`config.mk`:
```
export PLATFORM = sky130hd
export DESIGN_NAME = ctl_exec
export DESIGN_NICKNAME = d
export VERILOG_FILES = /design/src/rtl/ctl_exec.sv
export SDC_FILE = /design/constraint.sdc
export NUM_CORES = 1
export LEC_CHECK = 0
export BUFFER_PORTS_ARGS = -buffer_cell sky130_fd_sc_hd__buf_2
export CORE_MARGIN = 4
export CORE_UTILIZATION = 55
export DETAILED_ROUTE_END_ITERATION = 12
export GPL_ROUTABILITY_DRIVEN = 1
export PLACE_DENSITY_LB_ADDON = 0.3
export SETUP_SLACK_MARGIN = 0.15
export SLEW_MARGIN = 30
export SYNTH_ARGS = -nofsm -noshare
export SYNTH_HDL_FRONTEND = slang
export SYNTH_SLANG_ARGS = --single-unit
```
`constraint.sdc`:
```
create_clock -name clk -period 4.5 [get_ports clk]
set_clock_uncertainty 0.15 [all_clocks]
set_input_delay 0.45 -clock clk [delete_from_list [all_inputs] [get_ports clk]]
set_output_delay 0.45 -clock clk [all_outputs]
set_load 0.1 [all_outputs]
```
`src/rtl/ctl_exec.sv`:
```
module ctl_exec #(
  parameter int PC_W  = 10,
  parameter int STK_D = 8,
  parameter int DW    = 8
) (
  input  logic            clk,
  input  logic            rst_n,
  input  logic            instr_vld,
  input  logic [12:0]     instr,
  input  logic [DW-1:0]   acc,
  input  logic            flag_c,
  input  logic            flag_dc,
  input  logic [DW-1:0]   cont_q,
  input  logic [DW-1:0]   ioc_rdata,
  input  logic [1:0]      bank_sel,
  input  logic            call_req,
  input  logic [PC_W-1:0] call_addr,
  output logic            acc_we,
  output logic [DW-1:0]   acc_wdata,
  output logic            rf_we,
  output logic [7:0]      rf_waddr,
  output logic [DW-1:0]   rf_wdata,
  output logic            cont_we,
  output logic            ioc_we,
  output logic [3:0]      ioc_sel,
  output logic            z_we,
  output logic            z_val,
  output logic            c_we,
  output logic            c_val,
  output logic            dc_we,
  output logic            dc_val,
  output logic            tp_we,
  output logic            t_val,
  output logic            p_val,
  output logic            wdt_clr,
  output logic            sleep_req,
  output logic            gie,
  output logic [PC_W-1:0] pc,
  output logic            unhandled
);
  localparam int SP_W = $clog2(STK_D);

  wire go = instr_vld && !call_req;

  wire is_daa   = instr == 13'h0001;
  wire is_contw = instr == 13'h0002;
  wire is_slep  = instr == 13'h0003;
  wire is_wdtc  = instr == 13'h0004;
  wire is_iow   = instr[12:4] == 9'h000 && instr[3:0] > 4'd4;
  wire is_eni   = instr == 13'h0010;
  wire is_disi  = instr == 13'h0011;
  wire is_ret   = instr == 13'h0012;
  wire is_reti  = instr == 13'h0013;
  wire is_contr = instr == 13'h0014;
  wire is_ior   = instr[12:4] == 9'h001 && instr[3:0] > 4'd4;
  wire is_tbl   = instr == 13'h0020;
  wire is_mov   = instr[12:6] == 7'h01;
  wire is_clra  = instr == 13'h0080;
  wire is_clr   = instr[12:6] == 7'h03;

  wire known = instr[12:4] == 9'h000 || instr[12:4] == 9'h001 || is_tbl ||
               is_mov || is_clra || is_clr;

  logic [DW-1:0] daa_a, daa_r;
  logic          daa_hi;
  always_comb begin
    daa_a  = acc + ((acc[3:0] > 4'd9 || flag_dc) ? 8'h06 : 8'h00);
    daa_hi = daa_a[7:4] > 4'd9 || flag_c;
    daa_r  = daa_a + (daa_hi ? 8'h60 : 8'h00);
  end

  wire [8:0] tbl_sum = {1'b0, acc} + {1'b0, pc[7:0]};
  wire [4:0] tbl_nib = {1'b0, acc[3:0]} + {1'b0, pc[3:0]};
  wire [PC_W-1:0] pc_inc = pc + 1'b1;

  assign acc_we    = go && (is_daa || is_ior || is_contr || is_clra);
  assign acc_wdata = is_daa ? daa_r : is_ior ? ioc_rdata : is_contr ? cont_q : '0;
  assign rf_we     = go && (is_mov || is_clr);
  assign rf_waddr  = {bank_sel, instr[5:0]};
  assign rf_wdata  = is_mov ? acc : '0;
  assign cont_we   = go && is_contw;
  assign ioc_we    = go && is_iow;
  assign ioc_sel   = instr[3:0];
  assign z_we      = go && (is_tbl || is_clra || is_clr);
  assign z_val     = is_tbl ? (tbl_sum[7:0] == 8'h00) : 1'b1;
  assign c_we      = go && (is_daa || is_tbl);
  assign c_val     = is_daa ? daa_hi : tbl_sum[8];
  assign dc_we     = go && is_tbl;
  assign dc_val    = tbl_nib[4];
  assign tp_we     = go && (is_slep || is_wdtc);
  assign t_val     = 1'b1;
  assign p_val     = is_wdtc;
  assign wdt_clr   = tp_we;
  assign sleep_req = go && is_slep;
  assign unhandled = go && !known;

  logic [PC_W-1:0] stk [STK_D];
  logic [SP_W-1:0] sp;
  wire  [SP_W-1:0] sp_dn = sp - 1'b1;

  always_ff @(posedge clk)
    if (call_req) stk[sp] <= pc_inc;

  always_ff @(posedge clk or negedge rst_n) begin
    if (!rst_n) begin
      pc  <= '0;
      sp  <= '0;
      gie <= 1'b0;
    end else if (call_req) begin
      pc <= call_addr;
      sp <= sp + 1'b1;
    end else if (instr_vld) begin
      if (is_ret || is_reti) begin
        pc <= stk[sp_dn];
        sp <= sp_dn;
      end else if (is_tbl) begin
        pc <= {pc[PC_W-1:8], tbl_sum[7:0]};
      end else begin
        pc <= pc_inc;
      end
      if (is_eni || is_reti) gie <= 1'b1;
      else if (is_disi)      gie <= 1'b0;
    end
  end


  idle_hold_chk: assert property (@(posedge clk) disable iff (!rst_n)
    (!instr_vld && !call_req) |=> ($stable(pc) && $stable(gie)));

  unhandled_quiet_chk: assert property (@(posedge clk) disable iff (!rst_n)
    unhandled |-> !(acc_we || rf_we || cont_we || ioc_we || z_we || c_we || dc_we || tp_we || sleep_req));

  unhandled_pc_chk: assert property (@(posedge clk) disable iff (!rst_n)
    unhandled |=> pc == $past(pc_inc));

  tbl_page_chk: assert property (@(posedge clk) disable iff (!rst_n)
    (go && is_tbl) |=> pc[PC_W-1:8] == $past(pc[PC_W-1:8]));

  reti_gie_chk: assert property (@(posedge clk) disable iff (!rst_n)
    (go && is_reti) |=> gie);

  disi_gie_chk: assert property (@(posedge clk) disable iff (!rst_n)
    (go && is_disi) |=> !gie);

  call_pc_chk: assert property (@(posedge clk) disable iff (!rst_n)
    call_req |=> pc == $past(call_addr));

  wr_excl_chk: assert property (@(posedge clk) disable iff (!rst_n)
    $onehot0({acc_we, rf_we, cont_we, ioc_we}));
endmodule

```
After elaboration in Yosys (flattened, before gate mapping). Memory sizes are Yosys's and may differ from the RTL's. Cells that the tools add are included.

Flip-flop bits (word level): 14. RAM bits: 80. Input bits: 55. Output and inout bits: 55. Word-level logic and storage cells: 90. Memories kept: 1.

Memory list: stk (words 8, bits a word 10, rd ports 1, clocked after Yosys merged registers in 0, write ports 1, line 97) `logic [PC_W-1:0] stk [STK_D];`.

$add $sub $neg: 7. Magnitude comparators: 3. Eq/ne operators: 15. Muxes and demuxes: 19. Bitwise operators: 1. Reduce and logical (&&, ||, !) cells: 40.

Operators with widths (count): $eq 13x5->1 const B (5); $mux 10 (4); $mux 8 (4); $eq 13x2->1 const B (2); $logic_or 1x1->1 (17); $eq 13x1->1 const B (1); $eq 13x3->1 const B (1); $eq 13x6->1 const B (1); $eq 13x8->1 const B (1); $logic_and 1x1->1 (13); $mux 3 (4); $add 10x1->10 const B (1); $add 8x8->9 (1); $eq 9x1->1 const B (1); $logic_not 9->1 (1); $add 8x3->8 (1); $add 8x7->8 (1); $gt 4x4->1 const B (2); $logic_not 8->1 (1); $eq 7x1->1 const B (1); $eq 7x2->1 const B (1); $mux 7 (1); $mux 1 (6); $reduce_bool 2->1 (3); 9 further kinds (11).

Depth between registers and ports, before layout.
Depth after elaboration: 9. Depth in mapped cells: 14. Gate-level depth less buffers: 14.

Worst setup path after synthesis. Ideal clock, no wire load.

Path type: reg-to-output. Start: register pc[0]. End: output z_val. Data arrival time: 5936 ps. Required time: 3900 ps. Setup slack: -2036 ps. Cell stages (with the launch flop): 8. Path buffers: 0. Cell sequence: dfrtp_1 -> ha_1 -> fa_1 -> a211o_1 -> o21a_1 -> xnor2_1 -> o211ai_1 -> o41ai_1.

Longest elaborated chain between the ends: 3.

RTL lines: start, declared (line 38) `output logic [PC_W-1:0] pc,`; start signal, assigned (line 110) `pc <= call_addr;`; start signal, assigned (line 114) `pc <= stk[sp_dn];`; start signal, assigned (line 117) `pc <= {pc[PC_W-1:8], tbl_sum[7:0]};`; $add 8x8->9 (line 72) `wire [8:0] tbl_sum = {1'b0, acc} + {1'b0, pc[7:0]};`; $logic_not 8->1 (line 85) `assign z_val = is_tbl ? (tbl_sum[7:0] == 8'h00) : 1'b1;`; $mux 1 (line 85); end, declared (line 27) `output logic z_val,`.

No other way between the ends.

Worst setup path in the final report.
Start: input acc[2]. End: output acc_wdata[7].

Longest elaborated chain between the ends: 9.

RTL lines: start, declared (line 10) `input logic [DW-1:0] acc,`; $gt 4x4->1 (line 67) `daa_a = acc + ((acc[3:0] > 4'd9 || flag_dc) ? 8'h06 : 8'h00);`; $logic_or 1x1->1 (line 67); $mux 3 (line 67); $add 8x3->8 * (line 67); $gt 4x4->1 (line 68) `daa_hi = daa_a[7:4] > 4'd9 || flag_c;`; $logic_or 1x1->1 (line 68); $mux 7 (line 69) `daa_r = daa_a + (daa_hi ? 8'h60 : 8'h00);`; $add 8x7->8 * (line 69); $mux 8 * (line 77) `assign acc_wdata = is_daa ? daa_r : is_ior ? ioc_rdata : is_contr ? cont_q : '0;`; end, declared (line 19) `output logic [DW-1:0] acc_wdata,`.

Mark *: on every way between the ends. The rest lies on a longest branch, timed or not.

==> out/results.tsv <==
stage	metric	value	unit
worst_setup_path	path_max_fanout	5	
logic_synthesis	yosysMostFrequentCell	edfxtp_1	
logic_synthesis	synth_top_area_share	44.9	%
logic_synthesis	synthTopCellsByCount	edfxtp_1, nor2_1, nand2_1	
die	rows	35	
detailed_routing	postRouteWirelength	12.7	mm
cts	cts-root-buf	clkbuf_8	
grt	overflow	0	
grt	grt_pass1_vias	3835	
logic_synthesis	async_flop_share	14.9	%
placement	io_buffers	104	
placement	gp_congestion	0.940	
logic_synthesis	netlist_instances	437	
cts	clockBufferDepth	2	
logic_synthesis	syn_area	0.00535	mm2
worst_setup_path	crit_arrival	3570	ps
worst_setup_path	r2r_setup_slack	1670	ps
logic_synthesis	synth-seq-area-share	51.4	%
hold_path	min_delay_path_depth	2	
timing	period_needed	4170	ps
flow_run	cap_violations	0	
detailed_routing	antenna_left	0	
die	fp.coreArea	0.00937	mm2
logic_synthesis	avgSynthCellArea	12.2	um2
pwr	p_seq_share	38.7	%
run_status	status	finished, final reports clean	
detailed_routing	vias	3936	
worst_setup_path	path_class	in2out	
final_layout	drive_gt1_share	33.1	%
logic_synthesis	synthDistinctLibCells	68	
logic_synthesis	ys_seq_elements	94	
die	initial_utilization	57.1	%
pwr	power_frac_clock	20.1	%
placement	hpwl	9.12	mm
pwr	power.internal	1930	uW
timing	slew_headroom	34.6	%
final_layout	area_growth	15.2	%
pwr	max-vdd-ir-drop	0.303	mV
timing	slew_violations	0	
grt	grt_pass1_wl	19.6	mm
timing	fin_crit_sh	92.7	%
hold_path	hold_start	call_addr[2]	
pwr	power_switching	1090	uW
final_layout	instances_no_fill	658	
detailed_routing	drtIter0Drc	356	
logic_synthesis	syn_nets	509	
detailed_routing	dr.pass1.iters	5	
die	dieArea	0.0114	mm2
worst_setup_path	cp-end-kind	primary output	
die	die_x	107	um
timing	max_freq	240	MHz
logic_synthesis	synth_top_cell_by_area	edfxtp_1	
hold_path	min_to	pc[2]	
pwr	power.density	490	mW/mm2
detailed_routing	wire_per_inst	19.3	um
worst_setup_path	rr_startpoint	pc[0]	
timing	rsz0062_at_grt	false	
pwr	combPwrFrac	41.2	%
cts	cts_tree	yes	
timing	hold_violations	0	
cts	clk_pin_slew	90	ps
pwr	p_sw_share	36.1	%
cts	clk_latency	350	ps
final_layout	n_fill_cell	721	
final_layout	fin_nets	596	
cts	numCtsBuffers	9	
grt	grt_antenna_before_repair	0	
worst_setup_path	r2r_cells	7	
detailed_routing	drcViolationCount	0	
die	io_pins	110	
logic_synthesis	yosysWarnings	0	
final_layout	antennaDiodeCount	0	
worst_setup_path	r2r_end	pc[6]	
worst_setup_path	setup.worst_path.start_class	primary input	
cts	htreeDepth	3	
timing	tns	0	ps
worst_setup_path	crit_required	3900	ps
timing	finalSetupViolCount	0	
logic_synthesis	synth_ff_type	edfxtp_1	
logic_synthesis	synth_area_leaders	edfxtp_1, mux4_2, dfrtp_1	
pwr	p_leak	0.00242	uW
hold_path	hold_path.class	in2reg	
grt	grt_max_degree	32	
timing	tightest_slew	975	ps
logic_synthesis	synth_edf_count	80	
grt	grtUsageTotal	22.4	%
die	die_y	107	um
detailed_routing	viasPerCell	5.98	
placement	dp.cells	638	
cts	cts_sinks	94	
routing by layer:
metal  vias up  track usage (%)  share of wire, %
met1      1913             28.3                41
li1       1824                -                 -
met3        18             4.58               7.9
met4         0             8.22               1.8
met5         -                0                 0
met2       181             38.4                50
cell usage in the layout (no fill, tap or decap), types with 9 or more instances in the layout:
master,Yosys,routed
buf_2,9,103
edfxtp_1,80,80
nor2_1,46,40
nand2_1,28,28
mux4_2,20,20
a21oi_1,19,19
inv_1,15,15
dfrtp_1,14,14
ha_1,14,13
xnor2_1,10,10
nand3_1,9,9
clkbuf_8,0,9
sequential cells by signal, indices dropped and copies added (netlist names):
signal / cells
pc: 10
sp: 3
stk: 80
gie: 1
cell type report:
class / instances / area, um2 / share of cell area, %
Inverter: 15 / 56.3 / 0.913
Multi-Input combinational cell: 294 / 2390 / 38.8
Sequential cell: 94 / 2750 / 44.6
Tap cell: 129 / 161 / 2.62
Clock buffer: 10 / 128 / 2.07
Clock inverter: 6 / 91.3 / 1.48
Timing Repair Buffer: 110 / 583 / 9.45
cells by family after synthesis:
group	synth area share, %
and+or+nand+nor	14.5
DFF	51.4
AOI/OAI and AO/OA	10.8
buffers and inverters	4.91
muxes	10.6
xor gates and xnor gates	3.25
adders and majority gates	4.39
other	0.0701
critical path, cell delays in order:
cell and delay, ps:
buf_2 140, o21ai_0 160, nand2b_1 120, ha_2 210
fa_1 420, nand3_1 150, xnor2_1 100, o21ai_1 170
nand3b_1 150, ha_1 230, fa_1 400, xor2_1 160
xnor2_1 130, a222oi_1 280, inv_1 120, buf_12 180
metrics by stage:
| step | setup slack, ps | power, uW | area [um2] | util, % | hold WS (ps) |
|---|---|---|---|---|---|
| after floorplan | -109 | 2130 | 5380 | - | 4.41 |
| after global placement | 389 | 2380 | 5890 | 62.9 | 220 |
| after detailed placement | 162 | 2430 | 5910 | 63.0 | 224 |
| after CTS | 229 | 3030 | 6140 | 65.6 | 149 |
| after global routing | 163 | 3170 | 6170 | 65.8 | 159 |
| final | 330 | 3020 | 6170 | 65.8 | 161 |
power groups by stage:
| stage | clock, uW | combinational (uW) | sequential [uW] |
|---|---|---|---|
| floorplan | 0 | 898 | 1230 |
| global placement | 0 | 1200 | 1180 |
| detailed placement | 0 | 1240 | 1190 |
| CTS | 619 | 1250 | 1170 |
| global route | 656 | 1330 | 1180 |
| finish | 609 | 1240 | 1170 |
worst max path at each step:
stage	from	to	depth (start not counted)
after floorplan	pc[0]	z_val	7
after global placement	acc[2]	acc_wdata[7]	16
after detailed placement	acc[2]	acc_wdata[7]	16
after CTS	acc[2]	acc_wdata[7]	16
after global routing	acc[2]	acc_wdata[7]	16
final	acc[2]	acc_wdata[7]	16
what timing repair did:
action | CTS | global route
pin swaps | 0 | 0
hold endpoints to repair | 14 | 0
resized for setup | 0 | 2
hold buffers | 1 | 0
setup buffers | 1 | 2
setup endpoints to repair | 1 | 2
No activity file was read; power rests on OpenSTA's default activity.
